===== config.mk =====
export PLATFORM = sky130hd
export DESIGN_NAME = mfs_top
export DESIGN_NICKNAME = d
export VERILOG_FILES = /design/src/rtl/mfs_pkg.sv /design/src/rtl/mfs_event_bank.sv /design/src/rtl/mfs_pin_blink.sv /design/src/rtl/mfs_watchdog.sv /design/src/rtl/mfs_top.sv
export SDC_FILE = /design/constraint.sdc
export NUM_CORES = 1
export LEC_CHECK = 0
export BUFFER_PORTS_ARGS = -buffer_cell sky130_fd_sc_hd__buf_2
export CAP_MARGIN = 20
export CORE_MARGIN = 3
export CORE_UTILIZATION = 35
export CTS_CLUSTER_DIAMETER = 150
export DETAILED_ROUTE_END_ITERATION = 10
export RECOVER_POWER = 25
export SYNTH_ARGS = -nofsm -noshare
export SYNTH_HDL_FRONTEND = slang
export SYNTH_HIERARCHICAL = 1
export SYNTH_SLANG_ARGS = --single-unit

===== constraint.sdc =====
create_clock -name clk -period 1.95 [get_ports clk]
set_input_delay 0.195 -clock clk [delete_from_list [all_inputs] [get_ports clk]]
set_output_delay 0.195 -clock clk [all_outputs]
set_load 0.1 [all_outputs]

===== src/rtl/mfs_pkg.sv =====
package mfs_pkg;

  typedef enum logic [1:0] {
    SRC_LATCH  = 2'b00,
    SRC_REPORT = 2'b01,
    SRC_OFF_A  = 2'b10,
    SRC_OFF_B  = 2'b11
  } src_mode_e;

  localparam logic [3:0] MAIN_ADDR = 4'h1;

  // Watchdog interval in milliseconds for each selection code.
  function automatic logic [6:0] wd_limit_ms(input logic [1:0] sel);
    case (sel)
      2'b00:   wd_limit_ms = 7'd10;
      2'b01:   wd_limit_ms = 7'd20;
      2'b10:   wd_limit_ms = 7'd50;
      default: wd_limit_ms = 7'd100;
    endcase
  endfunction

endpackage


===== src/rtl/mfs_event_bank.sv =====
module mfs_event_bank
  import mfs_pkg::*;
#(
  parameter int NL = 4,
  parameter int NW = 4,
  parameter int NR = 6,
  parameter int NT = 5
) (
  input  logic          clk,
  input  logic          rst_n,
  input  logic [NL-1:0] lat_in,
  input  logic [NW-1:0] warn_in,
  input  logic [NR-1:0] rpt_in,
  input  logic [NT-1:0] rt_in,
  input  logic [1:0]    rpt_mode,
  input  logic          rd_main,
  input  logic          clr_now,
  output logic [NL-1:0] lat_q,
  output logic [NW-1:0] warn_q,
  output logic [NR-1:0] rpt_q,
  output logic [NT-1:0] rt_q,
  output logic          rpt_latched,
  output logic          new_warn
);

  src_mode_e   mode;
  logic        mode_latch, mode_rep;
  logic [NR-1:0] rpt_set;
  logic [NL-1:0] lat_nxt;
  logic [NW-1:0] warn_nxt;
  logic [NR-1:0] rpt_nxt;

  always_comb begin
    mode       = src_mode_e'(rpt_mode);
    mode_latch = (mode == SRC_LATCH);
    mode_rep   = (mode == SRC_REPORT);
    rpt_set    = (mode_latch || mode_rep) ? rpt_in : '0;

    lat_nxt  = clr_now ? lat_in : (lat_q | lat_in);
    warn_nxt = (clr_now || rd_main) ? warn_in : (warn_q | warn_in);

    if (clr_now)
      rpt_nxt = rpt_set;
    else if (rd_main && mode_rep)
      rpt_nxt = rpt_set;
    else
      rpt_nxt = rpt_q | rpt_set;
  end

  assign new_warn    = (|(warn_in & ~warn_q)) || (mode_rep && (|(rpt_set & ~rpt_q)));
  assign rpt_latched = mode_latch && (|rpt_q);

  always_ff @(posedge clk or negedge rst_n) begin
    if (!rst_n) begin
      lat_q  <= '0;
      warn_q <= '0;
      rpt_q  <= '0;
      rt_q   <= '0;
    end else begin
      lat_q  <= lat_nxt;
      warn_q <= warn_nxt;
      rpt_q  <= rpt_nxt;
      rt_q   <= rt_in;
    end
  end

endmodule


===== src/rtl/mfs_pin_blink.sv =====
module mfs_pin_blink #(
  parameter int HALF_CYC = 32
) (
  input  logic clk,
  input  logic rst_n,
  input  logic new_warn,
  input  logic ack,
  input  logic hold_low,
  output logic fault_n
);

  localparam int CW = (HALF_CYC > 1) ? $clog2(HALF_CYC) : 1;

  logic          pend;
  logic          phase;
  logic [CW-1:0] cnt;

  always_ff @(posedge clk or negedge rst_n) begin
    if (!rst_n) begin
      pend  <= 1'b0;
      phase <= 1'b0;
      cnt   <= '0;
    end else if (new_warn) begin
      pend  <= 1'b1;
      phase <= 1'b0;
      cnt   <= '0;
    end else if (ack) begin
      pend  <= 1'b0;
      phase <= 1'b0;
      cnt   <= '0;
    end else if (pend) begin
      if (cnt == CW'(HALF_CYC - 1)) begin
        cnt   <= '0;
        phase <= ~phase;
      end else begin
        cnt <= cnt + 1'b1;
      end
    end
  end

  always_comb begin
    if (hold_low)
      fault_n = 1'b0;
    else if (pend)
      fault_n = phase;
    else
      fault_n = 1'b1;
  end

endmodule


===== src/rtl/mfs_watchdog.sv =====
module mfs_watchdog
  import mfs_pkg::*;
#(
  parameter int MS_CYC = 250000,
  parameter int PG_CYC = 16000
) (
  input  logic       clk,
  input  logic       rst_n,
  input  logic       arm,
  input  logic [1:0] sel,
  input  logic       kick,
  input  logic       clr,
  output logic       en_o,
  output logic       fault_o,
  output logic       pgood_o
);

  localparam int PW = (MS_CYC > 1) ? $clog2(MS_CYC) : 1;
  localparam int GW = $clog2(PG_CYC + 1);

  logic          en;
  logic [1:0]    sel_q;
  logic [PW-1:0] pre;
  logic [6:0]    ms_cnt;
  logic          fault;
  logic [GW-1:0] pg_cnt;
  logic          ms_tick, expire;
  logic [6:0]    lim;

  assign lim     = wd_limit_ms(sel_q);
  assign ms_tick = en && !arm && !kick && (pre == PW'(MS_CYC - 1));
  assign expire  = ms_tick && (ms_cnt == lim - 7'd1);

  always_ff @(posedge clk or negedge rst_n) begin
    if (!rst_n) begin
      en     <= 1'b0;
      sel_q  <= 2'b01;
      pre    <= '0;
      ms_cnt <= '0;
    end else if (arm) begin
      en     <= 1'b1;
      sel_q  <= sel;
      pre    <= '0;
      ms_cnt <= '0;
    end else if (en) begin
      if (kick) begin
        pre    <= '0;
        ms_cnt <= '0;
      end else if (ms_tick) begin
        pre <= '0;
        if (expire) begin
          en     <= 1'b0;
          ms_cnt <= '0;
        end else begin
          ms_cnt <= ms_cnt + 7'd1;
        end
      end else begin
        pre <= pre + 1'b1;
      end
    end
  end

  always_ff @(posedge clk or negedge rst_n) begin
    if (!rst_n) begin
      fault  <= 1'b0;
      pg_cnt <= '0;
    end else begin
      if (expire)
        fault <= 1'b1;
      else if (clr)
        fault <= 1'b0;

      if (expire)
        pg_cnt <= GW'(PG_CYC);
      else if (pg_cnt != '0)
        pg_cnt <= pg_cnt - 1'b1;
    end
  end

  assign en_o    = en;
  assign fault_o = fault;
  assign pgood_o = (pg_cnt == '0);

endmodule


===== src/rtl/mfs_top.sv =====
module mfs_top
  import mfs_pkg::*;
#(
  parameter int CLK_HZ    = 250_000_000,
  parameter int US_PER_MS = 1000,
  parameter int NL        = 4,
  parameter int NW        = 4,
  parameter int NR        = 6,
  parameter int NT        = 5
) (
  input  logic                clk,
  input  logic                rst_n,
  input  logic                gate_en,
  input  logic [NL-1:0]       lat_in,
  input  logic [NW-1:0]       warn_in,
  input  logic [NR-1:0]       rpt_in,
  input  logic [1:0]          rpt_mode,
  input  logic [NT-1:0]       rt_in,
  input  logic                rd_stb,
  input  logic [3:0]          rd_addr,
  input  logic                clr_req,
  input  logic                wd_arm,
  input  logic [1:0]          wd_sel,
  output logic [NW+NT+1:0]    status_main,
  output logic [NL+NR:0]      status_lat,
  output logic                clr_busy,
  output logic                wd_en,
  output logic                fault_n,
  output logic                pgood,
  output logic                gate_pd
);

  localparam int CYC_RAW    = CLK_HZ / 1_000_000;
  localparam int CYC_PER_US = (CYC_RAW > 0) ? CYC_RAW : 1;
  localparam int MS_CYC     = CYC_PER_US * US_PER_MS;
  localparam int PG_CYC     = CYC_PER_US * 64;
  localparam int HALF_CYC   = CYC_PER_US * 32;

  logic          gate_en_q;
  logic          en_rise;
  logic          busy_q;
  logic          clr_now;
  logic          rd_main;
  logic [NL-1:0] lat_q;
  logic [NW-1:0] warn_q;
  logic [NR-1:0] rpt_q;
  logic [NT-1:0] rt_q;
  logic          rpt_latched;
  logic          new_warn;
  logic          wd_fault;
  logic          lat_active;

  always_ff @(posedge clk or negedge rst_n) begin
    if (!rst_n) begin
      gate_en_q <= 1'b0;
      busy_q    <= 1'b0;
    end else begin
      gate_en_q <= gate_en;
      busy_q    <= clr_req && !busy_q;
    end
  end

  assign en_rise = gate_en && !gate_en_q;
  assign clr_now = busy_q || en_rise;
  assign rd_main = rd_stb && (rd_addr == MAIN_ADDR);

  mfs_event_bank #(
    .NL(NL), .NW(NW), .NR(NR), .NT(NT)
  ) bank_i (
    .clk        (clk),
    .rst_n      (rst_n),
    .lat_in     (lat_in),
    .warn_in    (warn_in),
    .rpt_in     (rpt_in),
    .rt_in      (rt_in),
    .rpt_mode   (rpt_mode),
    .rd_main    (rd_main),
    .clr_now    (clr_now),
    .lat_q      (lat_q),
    .warn_q     (warn_q),
    .rpt_q      (rpt_q),
    .rt_q       (rt_q),
    .rpt_latched(rpt_latched),
    .new_warn   (new_warn)
  );

  mfs_watchdog #(
    .MS_CYC(MS_CYC), .PG_CYC(PG_CYC)
  ) wdog_i (
    .clk    (clk),
    .rst_n  (rst_n),
    .arm    (wd_arm),
    .sel    (wd_sel),
    .kick   (rd_main),
    .clr    (clr_now),
    .en_o   (wd_en),
    .fault_o(wd_fault),
    .pgood_o(pgood)
  );

  assign lat_active = (|lat_q) || wd_fault || rpt_latched;

  mfs_pin_blink #(
    .HALF_CYC(HALF_CYC)
  ) pin_i (
    .clk     (clk),
    .rst_n   (rst_n),
    .new_warn(new_warn),
    .ack     (rd_main || clr_now),
    .hold_low(lat_active),
    .fault_n (fault_n)
  );

  assign status_main = {lat_active, |rpt_q, rt_q, warn_q};
  assign status_lat  = {wd_fault, rpt_q, lat_q};
  assign clr_busy    = busy_q;
  assign gate_pd     = lat_active || !gate_en;

endmodule


==> impl_results.md, run 1 <==
* Worst hold path type: in2reg
* R2r worst-path depth at 8
* Synth area leaders: dfrtp_1, nand2_1, nor2_1
* Most numerous cell in the Yosys netlist: dfrtp_1
* Drt pass-1 iters at 4
* Cells after synthesis at 422
* Nets at 593
* Worst Path Arrival at 2240 ps
* Area Growth Syn to Fin at 46.9%
* Worst Skew at 7.34 ps
* Top Ports at 60
* Antenna cells at 0
* Post-Synthesis Net Count at 466
* First-pass GRT wire length at 17400 microns
* Top cells by count, synth: dfrtp_1, nand2_1, nor2_1, inv_1
* Crit Reg-Reg Endpoint: wdog_i/ms_cnt[5]
* Failing checks: negative setup slack
* Sequential fraction of the synthesis area at 47.7%
* Vias in the first global route at 3569
* Worst VDD drop at 474 uV
* Slew @ Worst Pin at 1130 ps
* #FFs+latches synth at 79
* Cell Area, Synth at 0.00415 sq mm
* Initial core utilization at 36.0%
* Crit path kind: reg2out
* Die width at 115 microns
* Clock H-tree levels at 3
* DIE HEIGHT at 115 microns
* Synth area leader: dfrtp_1
* Via/cell ratio at 5.15
* Clk root buf: clkbuf_16
* Setup WS pre-CTS at -221 ps
* Final setup viols at 31
* RSZ-0062 raised after global routing: yes
* Nature of the critical path endpoint: output port
* Max Root-Sink Buffers at 2
* Origin of the critical flop-to-flop path: wdog_i/sel_q[1]
* Post-synth EDFFs at 0
* Die area at 0.0132 sq mm
* Power Dens Cells at 830 mW/mm^2
* CTS sink count at 79
* Leak pwr at 0.00253 uW
* Post-route ant nets at 0
* Startpoint Class: flop
* Synthesized area per cell at 9.83 sq um
* Number of DRC markers in iteration 0 at 202
* Final Cycle Share at 125%
* DR vias at 3587
* Async set-or-reset flop fraction in the synthesized netlist at 100%
* Setup TNS at -4490 ps
* WL final at 10300 microns
* Area share of the leading cell type in the synthesized netlist at 47.1%
* Rows at 39
* Max frequency at 411 MHz
* Largest net degree at the start of global routing at 49
* Synth warnings at 6
* Core area at 0.0115 sq mm
* Final Hold Vio Count at 0
* Yosys cell types at 65
* Crit path to: fault_n
* CTS Buf Count at 9
* Total chip power at 5060 uW
* CTS tree: built
* Final core occ at 52.9%
* Slew Limit Fails at 0
* Main flop type after synthesis: dfrtp_1
* Status: finished, violations left
* Post-detailed-route wirelength per cell at 14.8 microns
* Reg-to-reg setup timing slack at -180 ps
* Routability cong. at 0.796
* Crit Path Max Fanout at 2
* Fillers at 1008
* Min cycle time layout at 2430 ps
* Tot GR Track Use at 16.3%
* Post-route setup slack at -483 ps
* Hold slack at 42.0 ps
* Residual DRC at 0
* Critical path required time at 1750 ps
* Skew-Pair Late Insertion Delay at 330 ps
* Crit path launch: bank_i/rpt_q[2]
* DP Wirelength at 6710 microns
* Ratio of cells with drive above 1 in the final layout at 43.1%
* Port Buffers at 59
* Initial antenna violation count at 0
* HP Start: lat_in[3]
* Overflow after GRT at 0
* MaxCap Viol Count at 0
* Clock-pin slew on the worst setup and hold paths at 60 ps
* Slew Limit Headroom at 24.9%
==> power by group <==
part | total, uW | internal (uW) | leakage [uW] | switching (uW)
registers | 2000 | 1800 | 0.000974 | 192
clock network | 1910 | 1290 | 0.000164 | 626
logic | 1150 | 445 | 0.00140 | 701
total | 5060 | 3540 | 0.00253 | 1520
==> worst min-delay path by stage <==
stage	slack [ps]	endpoint	depth (start not counted)
2_1_floorplan	-100	bank_i/lat_q[0]	0
3_3_place_gp	100	wdog_i/pg_cnt[11]	1
3_5_place_dp	100	wdog_i/pg_cnt[11]	1
4_1_cts	20	gate_en_q	1
5_1_grt	30	bank_i/lat_q[0]	2
6_report	40	bank_i/lat_q[3]	2
==> what timing repair did <==
action / 4_1_cts / 5_1_grt
pin swaps: 27 / 34
buffers inserted: 14 / 13
hold endpoints to repair: 21 / 0
gates resized for setup: 65 / 48
endpoints found under the setup margin: 36 / 55
hold buffers: 6 / 0
cloned: 4 / 0
==> area by class of cell <==
type                            count  area (sq um)  share of cell area [%]
Clock buffer                       13           250                    4.11
Clock inverter                      3          90.1                    1.48
Inverter                           28           111                    1.83
Multi-Input combinational cell    309          2540                    41.7
Sequential cell                    79          2020                    33.2
Tap cell                          143           179                    2.94
Timing Repair Buffer              122           901                    14.8
==> kinds of logic (layout without fill, tap and decap cells) <==
| family | Yosys count | after routing | share of synthesized area (%) |
|---|---|---|---|
| compound gates | 72 | 74 | 12.7 |
| xor+xnor | 34 | 34 | 7.18 |
| fa+ha+maj | 11 | 11 | 3.32 |
| buf+inv | 37 | 166 | 3.68 |
| flops | 79 | 79 | 47.7 |
| mux | 1 | 1 | 0.241 |
| simple gates | 188 | 189 | 25.2 |
==> cells in the final DEF (no fill, tap or decap), types with 5 or more instances in the layout <==
| cell | instances |
|---|---|
| dfrtp_1 | 65 |
| buf_2 | 52 |
| buf_4 | 41 |
| nand2_1 | 40 |
| nor2_1 | 36 |
| inv_1 | 22 |
| xor2_1 | 17 |
| buf_6 | 16 |
| nand3_1 | 16 |
| xnor2_1 | 15 |
| o21ai_0 | 12 |
| a21o_1 | 11 |
| nor2_2 | 11 |
| dfrtp_4 | 10 |
| nand2_2 | 9 |
| o21ai_1 | 9 |
| clkbuf_16 | 9 |
| nand4_1 | 8 |
| nor4_1 | 6 |
| nor3_4 | 6 |
| dlygate4sd3_1 | 6 |
| nor3_1 | 6 |
| nor4_2 | 5 |
| clkbuf_1 | 5 |
| ha_1 | 5 |
| ha_4 | 5 |
==> critical path: stages, from the launching register on <==
cell,delay [ps]
dfrtp_4,470
or4_4,550
nor3_4,130
nor3_2,60
nor4_2,210
nand2_2,140
a21oi_4,160
buf_12,190
==> per-layer routing <==
metal / part of all wire [%] / vias to the layer above / track usage [%]
li1: - / 1763 / -
met1: 47 / 1749 / 22.7
met4: 1.9 / 0 / 6.34
met5: 0 / - / 0
met2: 48 / 62 / 25.3
met3: 3.2 / 13 / 3.00
==> stage by stage <==
stage / cell area [sq um] / std cells
floorplan: 4230 / 422
global placement: 4970 / 648
detailed placement: 4970 / 648
CTS: 5840 / 688
global route: 6090 / 697
finish: 6090 / 697
==> sequential cells by signal, summed over array words and instances (netlist names) <==
| name | count |
|---|---|
| wdog_i/ms_cnt | 7 |
| bank_i/warn_q | 4 |
| wdog_i/sel_q | 2 |
| bank_i/rpt_q | 6 |
| wdog_i/fault_o | 1 |
| gate_en_q | 1 |
| pin_i/pend | 1 |
| pin_i/phase | 1 |
| wdog_i/pg_cnt | 14 |
| wdog_i/en_o | 1 |
| clr_busy | 1 |
| wdog_i/pre | 18 |
| bank_i/lat_q | 4 |
| bank_i/rt_q | 5 |
| pin_i/cnt | 13 |
Power figures use the tool's default switching activity.
==> run 2: changes to the inputs <==
--- a/config.mk
+++ b/config.mk
@@ -14,5 +14,4 @@
 export RECOVER_POWER = 25
 export SYNTH_ARGS = -nofsm -noshare
 export SYNTH_HDL_FRONTEND = slang
-export SYNTH_HIERARCHICAL = 1
 export SYNTH_SLANG_ARGS = --single-unit
==> run 2 against run 1 <==
  * The run still ends with negative setup slack left
  * Worst hold slack got worse by 12 ps
  * Synthesized cell count rose by 0.71%
  * Highest routed layer unchanged
  * Maximum frequency grew 6.2%
  * Combinational power shrank 35%
  * Sequential cell count is the same
  * Power down 14%
  * Register-to-register slack got worse by 160 ps
  * Utilization shrank 1.5 points
  * Die area decreased by 3.5%
  * Clock skew increased by 1.6 ps
  * Critical path depth did not move
==> impl_results.md, run 2 <==
* Slew Limit Headroom at 52.7% (+28 points)
* CTS tree: built
* Sequential share of power at 41.3% (+1.8 points)
* Routability cong. at 0.807 (+1.4%)
* Tot GR Track Use at 15.9% (-0.46 points)
* Total chip power at 4370 uW (-14%)
* Worst Skew at 8.93 ps (+1.59 ps)
* Cell Area, Synth at 0.00399 sq mm (-3.7%)
* Area Growth Syn to Fin at 41.5%
* First-pass GRT wire length at 16500 microns (-4.8%)
* Synthesized area per cell at 9.39 sq um (-4.4%)
* Regs by FF count: wdog_i.pre x18, wdog_i.pg_cnt x14, pin_i.cnt x13
* Critical path required time at 2160 ps (+410 ps)
* Hold Path Cell Cnt at 2 (unchanged)
* Clk pwr share at 41.6% (+3.8 points)
* #FFs+latches synth at 79 (unchanged)
* Final Hold Vio Count at 0 (unchanged)
* Leak pwr at 0.00246 uW (-2.8%)
* Logic pwr share at 17.1% (-5.6 points)
* Initial core utilization at 36.3% (+0.33 points)
* Failing checks: negative setup slack
* DR vias at 3507 (-2.2%)
* Setup TNS at -7950 ps (-3460 ps)
* Yosys cell types at 51 (-22%)
* Simple-Gate Fraction of Synth Area at 23.5% (-1.7 points)
* Cell Int Power at 3090 uW (-13%)
* Most numerous cell in the Yosys netlist: dfrtp_1
* Synth Area in Adders at 3.13% (-0.18 points)
* CP cell instances: or4b_4 -> or4_4 -> o21ai_4 -> buf_6 -> nand2_4 -> a22oi_2 -> o31ai_2
* Crit path kind: reg2reg
* Core area at 0.0110 sq mm (-4.6%)
* Final Cycle Share at 117% (-7.3 points)
* CP max stage delay at 540 ps (about the same)
* Die area at 0.0127 sq mm (-3.5%)
* Top Ports at 60 (unchanged)
* Clk root buf: clkbuf_16
* Area share of the leading cell type in the synthesized netlist at 48.9% (+1.8 points)
* DP Wirelength at 6800 microns (+1.4%)
* Post-synthesis compound-gate area fraction at 13.4% (+0.71 points)
* Clock H-tree levels at 3 (unchanged)
* RSZ-0062 raised after global routing: yes
* Multiplexer share of the synthesized area at 0.815% (+0.57 points)
* Slew Limit Fails at 0 (unchanged)
* Post-route ant nets at 0 (unchanged)
* MaxCap Viol Count at 0 (unchanged)
* Sequential fraction of the synthesis area at 49.6% (+1.9 points)
* Largest register FFs at 18 (unchanged)
* Worst VDD drop at 545 uV (+15%)
* Largest family of logic cells by synthesized area: simple AND/OR/NAND/NOR gates
* Top cells by count, synth: dfrtp_1, nand2_1, nor2_1, o21ai_0, nand3_1
* Rows at 38 (-2.6%)
* Port Buffers at 59 (unchanged)
* Skew-Pair Late Insertion Delay at 340 ps (about the same)
* Hold slack at 30.1 ps (-12.0 ps)
* Post-Synthesis Net Count at 468 (+0.43%)
* Drt pass-1 iters at 4 (unchanged)
* Slowest-stage cell, CP: or4b_4
* Vias in the first global route at 3470 (-2.8%)
* Synth Area in XOR/XNOR at 6.14% (-1.0 points)
* Via/cell ratio at 5.06 (-1.7%)
* Fillers at 1010 (+0.20%)
* Async set-or-reset flop fraction in the synthesized netlist at 100% (unchanged)
* Clock-pin slew on the worst setup and hold paths at 60 ps (about the same)
* Initial antenna violation count at 1 (+1)
* Sw power at 1290 uW (-15%)
* Post-route setup slack at -340 ps (+142 ps)
* Ratio of cells with drive above 1 in the final layout at 36.6% (-6.5 points)
* Overflow after GRT at 0 (unchanged)
* Largest Register: wdog_i.pre
* Setup WS pre-CTS at -345 ps (-124 ps)
* Die width at 113 microns (-1.8%)
* R2r worst-path depth at 7 (-1)
* Worst Path Arrival at 2500 ps (+260 ps)
* Residual DRC at 0 (unchanged)
* Slew @ Worst Pin at 710 ps (-417 ps)
* WL final at 9940 microns (-4.0%)
* Largest net degree at the start of global routing at 54 (+10%)
* Synth warnings at 0 (-6)
* Max frequency at 437 MHz (+6.2%)
* Main flop type after synthesis: dfrtp_1
* Worst hold path type: in2reg
* Crit Path Max Fanout at 6 (+4)
* Number of DRC markers in iteration 0 at 171 (-15%)
* Most common cell after layout, fill and taps aside: dfrtp_1
* Final setup viols at 44 (+42%)
* Power Dens Cells at 774 mW/mm^2 (-6.7%)
* Status: finished, violations left
* Nature of the critical path endpoint: flop
* Nets at 590 (-0.51%)
* Post-synth EDFFs at 0 (unchanged)
* Max Root-Sink Buffers at 2 (unchanged)
* CTS Buf Count at 9 (unchanged)
* Switching share of power at 29.4% (-0.64 points)
* DIE HEIGHT at 113 microns (-1.8%)
* Commonest cells after routing, fill and taps aside: dfrtp_1, buf_2, nand2_1
* Startpoint Class: flop
* Post-detailed-route wirelength per cell at 14.3 microns (-3.4%)
* Cells after synthesis at 425 (+0.71%)
* CTS sink count at 79 (unchanged)
* Synth area leaders: dfrtp_1, nand2_1, nor2_1
* Synth area leader: dfrtp_1
* Min cycle time layout at 2290 ps (-142 ps)
-- run 2: cell types whose count changed in the layout (fill, tap and decap cells not counted), sizes merged, moves of 7 or more --
cell / previous run / this run
a21oi: 7 / 19
inv: 27 / 20
nor4: 13 / 3
nor2b: 1 / 8
o21ai: 22 / 30
o2111ai: 8 / 0
-- run 2: kinds of logic after synthesis --
kind of cell,count (synthesis)
DFF,79
and+or+nand+nor,187
muxes,3
AOI/OAI and AO/OA,85
adders and majority gates,10
buffers and inverters,33
xor gates and xnor gates,28
-- run 2: worst max-delay path: cells and delay by family (launching register included) --
family / cells / cell delay, ps
buf+inv: 1 / 140
simple gates: 3 / 1160
flops: 1 / 370
compound gates: 3 / 500
-- run 2: layout make-up --
class                      instances  area (sq um)  share of cell area, %
multi-input combinational        313          2140                   37.9
sequential                        79          2010                   35.7
timing repair buffer             124           908                   16.1
clock buffer                      10           229                   4.05
tap                              140           175                   3.10
clock inverter                     6          92.6                   1.64
inverter                          20          86.3                   1.53
antenna                            1          2.50                 0.0443
-- run 2: routing by layer --
metal | vias to the layer above | GRT usage [%] | part of all wire, %
met5 | - | 0 | 0
met4 | 0 | 5.93 | 2.0
met3 | 16 | 4.01 | 4.7
met2 | 90 | 25.0 | 48
met1 | 1661 | 21.2 | 45
li1 | 1740 | - | -
-- run 2: worst paths after layout --
path | start | to | slack (ps)
max | wdog_i.pre[8] | wdog_i.ms_cnt[4] | -340
min | lat_in[0] | bank_i.lat_q[0] | 30
max reg2reg | wdog_i.pre[8] | wdog_i.ms_cnt[4] | -340
min reg2reg | clr_busy | clr_busy | 490
max in group asynchronous | rst_n | bank_i.warn_q[3] | 750
min in group asynchronous | rst_n | wdog_i.pg_cnt[10] | 440
-- run 2: power by group through the flow --
stage                     logic [uW]  registers (uW)  clock network, uW
after global placement           689            1830                  0
final                            746            1810               1820
after detailed placement         701            1830                  0
after global routing             804            1820               1930
after floorplan                  266            2050                  0
after CTS                        723            1800               1870
-- run 2: what timing repair did --
item,in CTS,in global routing
gates cloned,0,2
hold buffers,6,0
setup buffers,11,8
setup endpoints to repair,35,49
gates resized for setup,38,40
endpoints found under the hold margin,30,0
pin swaps,11,15
-- run 2: through the flow --
step / utilization (%) / instance area, sq um / cells
2_1_floorplan: - / 4150 / 425
3_3_place_gp: 44.6 / 4900 / 653
3_5_place_dp: 44.6 / 4900 / 653
4_1_cts: 49.8 / 5470 / 686
5_1_grt: 51.4 / 5650 / 693
6_report: 51.4 / 5650 / 693
==> run 3: changes to the inputs <==
--- a/config.mk
+++ b/config.mk
@@ -12,6 +12,8 @@
 export CTS_CLUSTER_DIAMETER = 150
 export DETAILED_ROUTE_END_ITERATION = 10
 export RECOVER_POWER = 25
+export REMOVE_ABC_BUFFERS = 1
+export SLEW_MARGIN = 40
 export SYNTH_ARGS = -nofsm -noshare
 export SYNTH_HDL_FRONTEND = slang
 export SYNTH_SLANG_ARGS = --single-unit
==> run 3 against run 2 <==
  * The flow still finishes with violations (negative setup slack)
  * Sequential power barely moved
  * Worst setup slack better by 41 ps
  * Non-clock buffer count rose by 4
  * Worst hold slack better by 3.2 ps
  * Largest cell class unchanged
  * Largest power group unchanged
  * Highest routed layer unchanged
==> impl_results.md, run 3 (synthesis results as in run 2) <==
* Worst hold path type: in2reg
* CP cell instances: or4b_4 -> or4_4 -> o21ai_4 -> buf_4 -> nand2_4 -> a22oi_2 -> o31ai_2
* Most common cell after layout, fill and taps aside: dfrtp_1
* Initial antenna violation count at 0 (-1)
* Largest net degree at the start of global routing at 49 (-9.3%)
* Failing checks: negative setup slack
* Status: finished, violations left
* Hold slack at 33.3 ps (+3.21 ps)
* Leak pwr at 0.00256 uW (+4.1%)
* RSZ-0062 raised after global routing: yes
* Final Cycle Share at 115% (-2.1 points)
* Max Root-Sink Buffers at 2 (unchanged)
* Vias in the first global route at 3462 (-0.23%)
* Nets at 595 (+0.85%)
* Fillers at 955 (-5.4%)
* Antenna cells at 0 (-1)
* Final Non-Filler Cells at 697 (+0.58%)
* Slew @ Worst Pin at 862 ps (+152 ps)
* Rows at 38 (unchanged)
* Top Ports at 60 (unchanged)
* MaxCap Viol Count at 0 (unchanged)
* Largest register FFs at 18 (unchanged)
* Initial core utilization at 36.3% (unchanged)
* CP max stage delay at 540 ps (about the same)
* Clk pwr share at 44.8% (+3.2 points)
* Drt pass-1 iters at 4 (unchanged)
* Die width at 113 microns (unchanged)
* DR vias at 3519 (+0.34%)
* Nature of the critical path endpoint: flop
* Crit Path Max Fanout at 6 (unchanged)
* Setup WS pre-CTS at -392 ps (-46.9 ps)
* CP delay by family, top: simple AND/OR/NAND/NOR gates
* Final setup viols at 37 (-16%)
* WL final at 9740 microns (-1.9%)
* CTS Buf Count at 9 (unchanged)
* Slew Limit Fails at 0 (unchanged)
* Sequential share of power at 38.7% (-2.6 points)
* Post-route setup slack at -300 ps (+40.9 ps)
* Core area at 0.0110 sq mm (unchanged)
* Skew-Pair Late Insertion Delay at 340 ps (about the same)
* First-pass GRT wire length at 16700 microns (+0.79%)
* Cell Int Power at 3340 uW (+8.3%)
* Logic pwr share at 16.5% (-0.6 points)
* DP Wirelength at 6720 microns (-1.2%)
* Post-route ant nets at 0 (unchanged)
* Routability cong. at 0.822 (+1.9%)
* Crit path kind: reg2reg
* Regs by FF count: wdog_i.pre x18, wdog_i.pg_cnt x14, pin_i.cnt x13
* Tot GR Track Use at 16.0% (+0.14 points)
* Overflow after GRT at 0 (unchanged)
* Clock-pin slew on the worst setup and hold paths at 60 ps (about the same)
* Min cycle time layout at 2250 ps (-40.9 ps)
* Clock H-tree levels at 3 (unchanged)
* Area Growth Syn to Fin at 44.2%
* Worst Skew at 5.75 ps (-3.18 ps)
* DIE HEIGHT at 113 microns (unchanged)
* Switching share of power at 27.5% (-1.9 points)
* Commonest cells after routing, fill and taps aside: dfrtp_1, buf_4, buf_2
* Port Buffers at 59 (unchanged)
* Largest Register: wdog_i.pre
* Setup TNS at -6100 ps (+1850 ps)
* Critical path required time at 2170 ps (about the same)
* Post-detailed-route wirelength per cell at 14.0 microns (-2.5%)
* Placed Instances at 665 (+1.8%)
* Max frequency at 445 MHz (+1.8%)
* Worst path buffer plus inverter count at 1 (unchanged)
* Via/cell ratio at 5.05 (-0.23%)
* Slew Limit Headroom at 42.5% (-10 points)
* CTS sink count at 79 (unchanged)
* Ratio of cells with drive above 1 in the final layout at 37.5% (+0.93 points)
* Clk root buf: clkbuf_16
* Startpoint Class: flop
* Reg-to-reg setup timing slack at -300 ps (+40 ps)
* Sw power at 1270 uW (-1.2%)
* Worst VDD drop at 696 uV (+28%)
* CTS tree: built
* Power Dens Cells at 802 mW/mm^2 (+3.6%)
* Slowest-stage cell, CP: or4b_4
* Final Hold Vio Count at 0 (unchanged)
* Worst Path Arrival at 2470 ps (-30 ps)
* Residual DRC at 0 (unchanged)
* Number of DRC markers in iteration 0 at 174 (+1.8%)
* Die area at 0.0127 sq mm (unchanged)
* Final core occ at 52.4% (+0.97 points)
[run 3: changes by cell type in the layout (fill, tap and decap cells not counted), moves of 5 or more]
cell	before	now
buf_4	47	54
dfrtp_1	63	78
dfrtp_2	8	0
dfrtp_4	7	0
nand2_1	48	43
nand2_2	1	7
nor2_4	0	5
[run 3: worst register-to-register path, delay by kind of cell (launching register included)]
kind | cells | cell delay, ps
AOI/OAI and AO/OA | 3 | 450
buffers and inverters | 1 | 140
and+or+nand+nor | 3 | 1150
DFF | 1 | 380
[run 3: layout make-up]
cell class	count	area (sq um)	share of cell area, %
timing repair inverter	1	16.3	0.283
multi-input combinational	313	2190	38.1
tap	140	175	3.04
inverter	20	87.6	1.52
sequential	79	1980	34.4
clock buffer	9	225	3.91
clock inverter	7	144	2.50
timing repair buffer	128	937	16.3
[run 3: metrics by stage]
step	power, uW	cell area, sq um
final	4610	5750
after global routing	4810	5750
after CTS	4650	5520
after detailed placement	2510	4850
after global placement	2500	4850
after floorplan	2270	3930
[run 3: path summary, 6_finish.rpt]
kind / to / cells past startpoint / start
worst max-delay path: wdog_i.ms_cnt[4] / 7 / wdog_i.pre[5]
worst max register to register: wdog_i.ms_cnt[4] / 7 / wdog_i.pre[5]
min in group asynchronous: pin_i.cnt[10] / 2 / rst_n
worst min register to register: wdog_i.pre[17] / 1 / wdog_i.pre[17]
max in group asynchronous: wdog_i.sel_q[0] / 3 / rst_n
worst min-delay path: bank_i.lat_q[0] / 2 / lat_in[0]
[run 3: layer usage]
| metal | track usage [%] | part of all wire, % | vias up |
|---|---|---|---|
| met3 | 4.92 | 4.1 | 4 |
| li1 | - | - | 1739 |
| met5 | 0 | 0 | - |
| met1 | 21.5 | 45 | 1711 |
| met2 | 25.7 | 50 | 65 |
| met4 | 3.37 | 0.70 | 0 |
[run 3: power by group through the flow]
stage | Clock [uW] | Sequential, uW | Combinational, uW
5_1_grt | 2190 | 1800 | 819
2_1_floorplan | 0 | 2060 | 212
4_1_cts | 2120 | 1780 | 746
3_3_place_gp | 0 | 1810 | 696
6_report | 2070 | 1780 | 760
3_5_place_dp | 0 | 1810 | 704
[run 3: what timing repair did]
item	CTS	global route
setup buffers	4	5
endpoints found under the hold margin	36	0
gates resized for setup	51	57
pin swaps	14	9
hold buffers	6	0
setup endpoints to repair	44	51
gates cloned	1	1
